`config.mk`:
```
export PLATFORM = sky130hd
export DESIGN_NAME = pm_cap_regs
export DESIGN_NICKNAME = d
export VERILOG_FILES = /design/src/rtl/pm_cap_pkg.sv /design/src/rtl/pm_cap_state.sv /design/src/rtl/pm_cap_pme.sv /design/src/rtl/pm_cap_data.sv /design/src/rtl/pm_cap_regs.sv
export SDC_FILE = /design/constraint.sdc
export NUM_CORES = 1
export LEC_CHECK = 0
export ABC_AREA = 0
export ABC_CLOCK_PERIOD_IN_PS = 2000
export CORE_MARGIN = 1.5
export CORE_UTILIZATION = 28
export CTS_CLUSTER_SIZE = 10
export DETAILED_ROUTE_END_ITERATION = 7
export PLACE_DENSITY = 0.78
export SYNTH_ARGS = -nofsm -noshare
export SYNTH_HDL_FRONTEND = slang
export SYNTH_HIERARCHICAL = 1
export SYNTH_SLANG_ARGS = --single-unit
```
`constraint.sdc`:
```
create_clock -name clk -period 2 [get_ports clk]
set_clock_uncertainty 0.2 [all_clocks]
set_input_delay 0.2 -clock clk [delete_from_list [all_inputs] [get_ports clk]]
set_output_delay 0.2 -clock clk [all_outputs]
set_load 0.03 [all_outputs]
```
`src/rtl/pm_cap_pkg.sv`:
```
package pm_cap_pkg;
   typedef enum logic [1:0] {
      PM_D0  = 2'b00,
      PM_D1  = 2'b01,
      PM_D2  = 2'b10,
      PM_D3H = 2'b11
   } pm_state_t;

   localparam logic [7:0] PM_CAP_ID      = 8'h01;
   localparam int         PM_SEL_W       = 4;
   localparam int         PM_MAX_ENTRIES = 1 << PM_SEL_W;
   localparam int         PM_STS_BIT     = 15;
endpackage

```
`src/rtl/pm_cap_state.sv`:
```
module pm_cap_state
   import pm_cap_pkg::*;
#(
   parameter bit D1_SUP        = 1'b1,
   parameter bit D2_SUP        = 1'b0,
   parameter bit NO_SOFT_RESET = 1'b0
) (
   input  logic       clk,
   input  logic       rst_n,
   input  logic       wr_stb,
   input  logic [1:0] req,
   output pm_state_t  state,
   output logic       soft_rst
);
   pm_state_t req_st;
   logic      legal;

   assign req_st = pm_state_t'(req);

   always_comb begin
      unique case (req_st)
         PM_D1:   legal = D1_SUP;
         PM_D2:   legal = D2_SUP;
         default: legal = 1'b1;
      endcase
   end

   generate
      if (NO_SOFT_RESET) begin : g_nsr
         assign soft_rst = 1'b0;
      end else begin : g_sr
         assign soft_rst = wr_stb && legal && (state == PM_D3H) && (req_st == PM_D0);
      end
   endgenerate

   always_ff @(posedge clk or negedge rst_n) begin
      if (!rst_n)               state <= PM_D0;
      else if (wr_stb && legal) state <= req_st;
   end
endmodule

```
`src/rtl/pm_cap_pme.sv`:
```
module pm_cap_pme
   import pm_cap_pkg::*;
(
   input  logic                clk,
   input  logic                rst_n,
   input  logic                soft_rst,
   input  logic                wr_stb,
   input  logic [7:0]          wr_byte,
   input  logic                event_in,
   output logic                pme_en,
   output logic [PM_SEL_W-1:0] data_sel,
   output logic                pme_sts
);
   always_ff @(posedge clk or negedge rst_n) begin
      if (!rst_n) begin
         pme_en   <= 1'b0;
         data_sel <= '0;
      end else if (soft_rst) begin
         pme_en   <= 1'b0;
         data_sel <= '0;
      end else if (wr_stb) begin
         pme_en   <= wr_byte[0];
         data_sel <= wr_byte[PM_SEL_W:1];
      end
   end

   always_ff @(posedge clk or negedge rst_n) begin
      if (!rst_n)                         pme_sts <= 1'b0;
      else if (event_in)                  pme_sts <= 1'b1;
      else if (wr_stb && wr_byte[PM_STS_BIT-8]) pme_sts <= 1'b0;
   end
endmodule

```
`src/rtl/pm_cap_data.sv`:
```
module pm_cap_data
   import pm_cap_pkg::*;
#(
   parameter int         NUM_DATA   = 8,
   parameter logic [1:0] DATA_SCALE = 2'd1,
   localparam int        PD_W       = ((NUM_DATA > 0) ? NUM_DATA : 1) * 8
) (
   input  logic [PM_SEL_W-1:0] sel,
   input  logic [PD_W-1:0]     pwr_data,
   output logic [7:0]          data_byte,
   output logic [1:0]          scale
);
   generate
      if (NUM_DATA == 0) begin : g_none
         logic unused_pd;
         assign unused_pd = ^{pwr_data, sel};
         assign data_byte = 8'h00;
         assign scale     = 2'b00;
      end else begin : g_table
         logic hit;
         assign hit = (int'(sel) < NUM_DATA);
         always_comb begin
            data_byte = 8'h00;
            for (int k = 0; k < NUM_DATA; k++)
               if (int'(sel) == k) data_byte = pwr_data[k*8 +: 8];
         end
         assign scale = hit ? DATA_SCALE : 2'b00;
      end
   endgenerate
endmodule

```
`src/rtl/pm_cap_regs.sv`:
```
module pm_cap_regs
   import pm_cap_pkg::*;
#(
   parameter int         ADDR_W        = 10,
   parameter int         CAP_DW        = 16,
   parameter logic [7:0] NEXT_PTR      = 8'h50,
   parameter logic [2:0] VERSION       = 3'd3,
   parameter bit         DSI           = 1'b0,
   parameter logic [2:0] AUX_CUR       = 3'd0,
   parameter bit         D1_SUP        = 1'b1,
   parameter bit         D2_SUP        = 1'b0,
   parameter logic [4:0] PME_MASK      = 5'b11001,
   parameter bit         NO_SOFT_RESET = 1'b0,
   parameter int         NUM_DATA      = 8,
   parameter logic [1:0] DATA_SCALE    = 2'd1
) (
   input  logic                                  clk,
   input  logic                                  rst_n,
   input  logic [ADDR_W-1:0]                     cfg_addr,
   input  logic                                  cfg_wr,
   input  logic [3:0]                            cfg_be,
   input  logic [31:0]                           cfg_wdata,
   output logic [31:0]                           cfg_rdata,
   input  logic                                  pme_event,
   input  logic [((NUM_DATA > 0) ? NUM_DATA : 1)*8-1:0] pwr_data,
   output logic [1:0]                            pwr_state,
   output logic                                  no_soft_rst
);
   localparam logic [ADDR_W-1:0] DW_HDR = ADDR_W'(CAP_DW);
   localparam logic [ADDR_W-1:0] DW_CSR = ADDR_W'(CAP_DW + 1);
   localparam logic [15:0] CAPS = {PME_MASK, D2_SUP, D1_SUP, AUX_CUR, DSI, 1'b0, 1'b0, VERSION};

   initial begin
      if (NUM_DATA < 0 || NUM_DATA > PM_MAX_ENTRIES)
         $error("pm_cap_regs: NUM_DATA out of range");
      if (CAP_DW + 1 >= (1 << ADDR_W))
         $error("pm_cap_regs: CAP_DW does not fit ADDR_W");
      if (NEXT_PTR[1:0] != 2'b00)
         $error("pm_cap_regs: NEXT_PTR must be dword aligned");
   end

   pm_state_t           st;
   logic                soft_rst;
   logic                pme_en;
   logic [PM_SEL_W-1:0] data_sel;
   logic                pme_sts;
   logic [7:0]          data_byte;
   logic [1:0]          scale;
   logic                csr_wr;
   logic [15:0]         csr;
   logic                unused_wd;

   assign csr_wr    = cfg_wr && (cfg_addr == DW_CSR);
   assign unused_wd = ^{cfg_wdata[31:16], cfg_wdata[7:2], cfg_be[3:2]};

   pm_cap_state #(
      .D1_SUP(D1_SUP), .D2_SUP(D2_SUP), .NO_SOFT_RESET(NO_SOFT_RESET)
   ) u_state (
      .clk(clk), .rst_n(rst_n),
      .wr_stb(csr_wr && cfg_be[0]), .req(cfg_wdata[1:0]),
      .state(st), .soft_rst(soft_rst)
   );

   pm_cap_pme u_pme (
      .clk(clk), .rst_n(rst_n), .soft_rst(soft_rst),
      .wr_stb(csr_wr && cfg_be[1]), .wr_byte(cfg_wdata[15:8]),
      .event_in(pme_event),
      .pme_en(pme_en), .data_sel(data_sel), .pme_sts(pme_sts)
   );

   pm_cap_data #(.NUM_DATA(NUM_DATA), .DATA_SCALE(DATA_SCALE)) u_data (
      .sel(data_sel), .pwr_data(pwr_data),
      .data_byte(data_byte), .scale(scale)
   );

   assign csr = {pme_sts, scale, data_sel, pme_en, 4'b0000, NO_SOFT_RESET, 1'b0, st};

   always_comb begin
      if (cfg_addr == DW_HDR)      cfg_rdata = {CAPS, NEXT_PTR, PM_CAP_ID};
      else if (cfg_addr == DW_CSR) cfg_rdata = {data_byte, 8'h00, csr};
      else                         cfg_rdata = 32'h0;
   end

   assign pwr_state   = st;
   assign no_soft_rst = NO_SOFT_RESET;
endmodule

```
==> flow_summary.ini <==
[outcome]
status = complete, but fails checks
violations = setup timing

[sta]
fin_crit_sh_pct = 129
setup_slack_ns = -0.581
drv_slew = 0
min_period_ns = 2.58
fmax_mhz = 387
finalSetupViolations = 15
hold_viol_final = 0
rsz0062_at_grt = yes
setup_tns_ns = -4.73

[floorplan]
num_rows = 26
initial_core_util_pct = 29.4
die_x_um = 77.0
core_region_area_um2 = 5200
die_h_um = 77.0
dieArea_um2 = 5930
ios = 149

[routing]
vias_per_cell = 4.89
drt_first_pass_iters = 4
wl_per_cell_um = 16.1
via_count = 2062
post-route-drc-count = 0
ant_nets = 0
wirelength_mm = 6.80
first_iter_violations = 96

[global_routing]
grt_max_degree = 18
grt_use_met1_pct = 22.4
overflow = 0
grt_util_met2_pct = 41.6
antenna_found_initial = 0
track_usage_pct = 21.0
grt_pass1_vias = 2133
grt_first_pass_wirelength_mm = 10.1
use_met3_pct = 3.21
grt-busiest-layer = met2

[worst_setup_path]
crit_type = reg2out
worst_setup_path_start_kind = flip-flop
regToRegEndpoint = u_pme/data_sel[1]
ff2ff_setup_slack_ns = 0.64
crit_path_end_kind = primary output
arrival_ns = 2.18
r2r_cells = 5
endpoint = cfg_rdata[27]
worstPathRequired_ns = 1.60
startpoint = u_pme/data_sel[0]
rr_startpoint = u_pme/data_sel[1]
crit_fanout = 9

[clocking]
clockBufferDepth = 2
cts_tree = yes
numCtsBuffers = 3
hold_buffers = 0
insertion_delay_ns = 0.23
cts_num_sinks = 8
htree_num_levels = 1
root_buffer = clkbuf_8
clk_pin_slew_ns = 0.04

[yosys]
syn_area_per_cell_um2 = 7.26
synth_area_um2 = 1530
synth.distinct_cells = 34
synthArstFlopShare_pct = 100
synthTopCellsByCount = inv_1, nor2_1, buf_4, a21oi_1, nor4_1
syn_inst = 211
synth_edf_count = 0
yosys.area.top_type = dfrtp_1
synth_flop_cell = dfrtp_1
synth_seq_cells = 8
synth.area.top_cells = dfrtp_1, mux2i_1, buf_4, nor4_1, a21oi_1
netlist.area_leader.share_pct = 13.1
yosysMostFrequentCell = inv_1
yosysSeqAreaShare_pct = 13.1
synth_warnings = 6

[cells_and_area]
finalNonFillerCells = 422
n_fill_cell = 418
area_delta_synth_final_pct = 128
final_nets = 468
drive_gt1_share_pct = 35.8
num_antenna_cells = 0

[power_and_ir_drop]
vdd_drop_max_mv = 0.340
p_leak_nw = 1.40
p_per_area_nw_per_um2 = 215

[placed_design]
gp_congestion = 0.818
io_buffer_count = 109
placed_cells = 401
post-dp-hpwl_mm = 4.58
pre_cts_ws_ns = -0.405

[worst_hold_path]
hold_path.class = in2async

[job]
drv_cap = 0
[layout by cell type, fill, tap and decap left out, drive strengths merged, types with 2 or more instances in the layout]
cell / netlist / final
a2111oi: 7 / 7
a21o: 2 / 2
a21oi: 16 / 16
a221oi: 8 / 8
and2b: 4 / 4
buf: 31 / 76
clkbuf: 1 / 3
clkdlybuf4s50: 0 / 81
conb: 2 / 14
dfrtp: 8 / 8
inv: 21 / 21
mux2: 7 / 7
mux2i: 13 / 13
nand2: 13 / 13
nand2b: 10 / 10
nand3b: 8 / 8
nor2: 21 / 21
nor2b: 3 / 3
nor4: 14 / 14
o21ai: 8 / 8
o22ai: 7 / 7
[area by class of cell]
class                   count  area (um2)  share of cell area, %
flip-flops and latches      8         201                   5.76
well taps                  70        87.6                   2.50
clock buffers               3        41.3                   1.18
repair buffers            158        1630                   46.6
inverters                  21        78.8                   2.25
multi-input cells         162        1460                   41.7
[how the worst min path moves through the flow]
stage,from,endpoint,slack (ns),cells past startpoint
floorplan,rst_n,u_pme/data_sel[0],-0.30,0
global route,rst_n,u_pme/pme_en,0.08,1
CTS,rst_n,u_pme/data_sel[3],0.06,1
finish,rst_n,u_pme/data_sel[3],0.06,1
detailed placement,u_pme/pme_sts,u_pme/pme_sts,0.28,1
global placement,u_pme/pme_sts,u_pme/pme_sts,0.27,1
[cell families (layout without fill, tap and decap cells)]
| family | count (synthesis) | in the layout | synth area share (%) |
|---|---|---|---|
| simple gates | 77 | 77 | 29.0 |
| buf+inv | 53 | 182 | 19.9 |
| compound gates | 50 | 50 | 22.4 |
| mux | 21 | 21 | 15.1 |
| flops | 8 | 8 | 13.1 |
| other cells | 2 | 14 | 0.490 |
[power breakdown]
part           internal [mW]  switching [mW]  leakage [nW]
logic                  0.227           0.164          1.28
clock network          0.130          0.0643        0.0216
registers              0.164         0.00173         0.105
total                  0.521           0.230          1.40
[stage by stage]
stage	total power, mW	util [%]	hold WS [ns]	instance area [um2]
2_1_floorplan	0.326	-	-0.296	1920
3_3_place_gp	0.512	59.0	0.275	3070
3_5_place_dp	0.519	59.0	0.285	3070
4_1_cts	0.740	64.6	0.0614	3360
5_1_grt	0.786	67.2	0.0800	3500
6_report	0.751	67.2	0.0584	3500
[sequential cells by signal, summed over array words and instances (netlist names)]
register / flops
u_pme/data_sel: 4
u_pme/pme_en: 1
u_pme/pme_sts: 1
u_state/state: 2
[critical path: stages, from the launching register on]
cell and delay, ns:
dfrtp_1 0.39, buf_12 0.13, buf_4 0.16, nand2_1 0.10, nor2_4 0.20, a221oi_1 0.12
o22ai_1 0.17, inv_1 0.09, a2111oi_4 0.35, buf_4 0.23
[metal layers]
metal	wire length [um]	vias up	share of wire, %
met4	140	0	2.1
li1	-	1008	-
met1	2440	960	36
met5	0	-	0
met3	374	10	5.5
met2	3830	84	56
[timing repair]
action,in CTS,in global routing
buffers inserted,8,8
pin swaps,14,15
resized for setup,55,24
setup endpoints to repair,26,24
cloned,3,0
No activity file was read; power rests on OpenSTA's default activity.
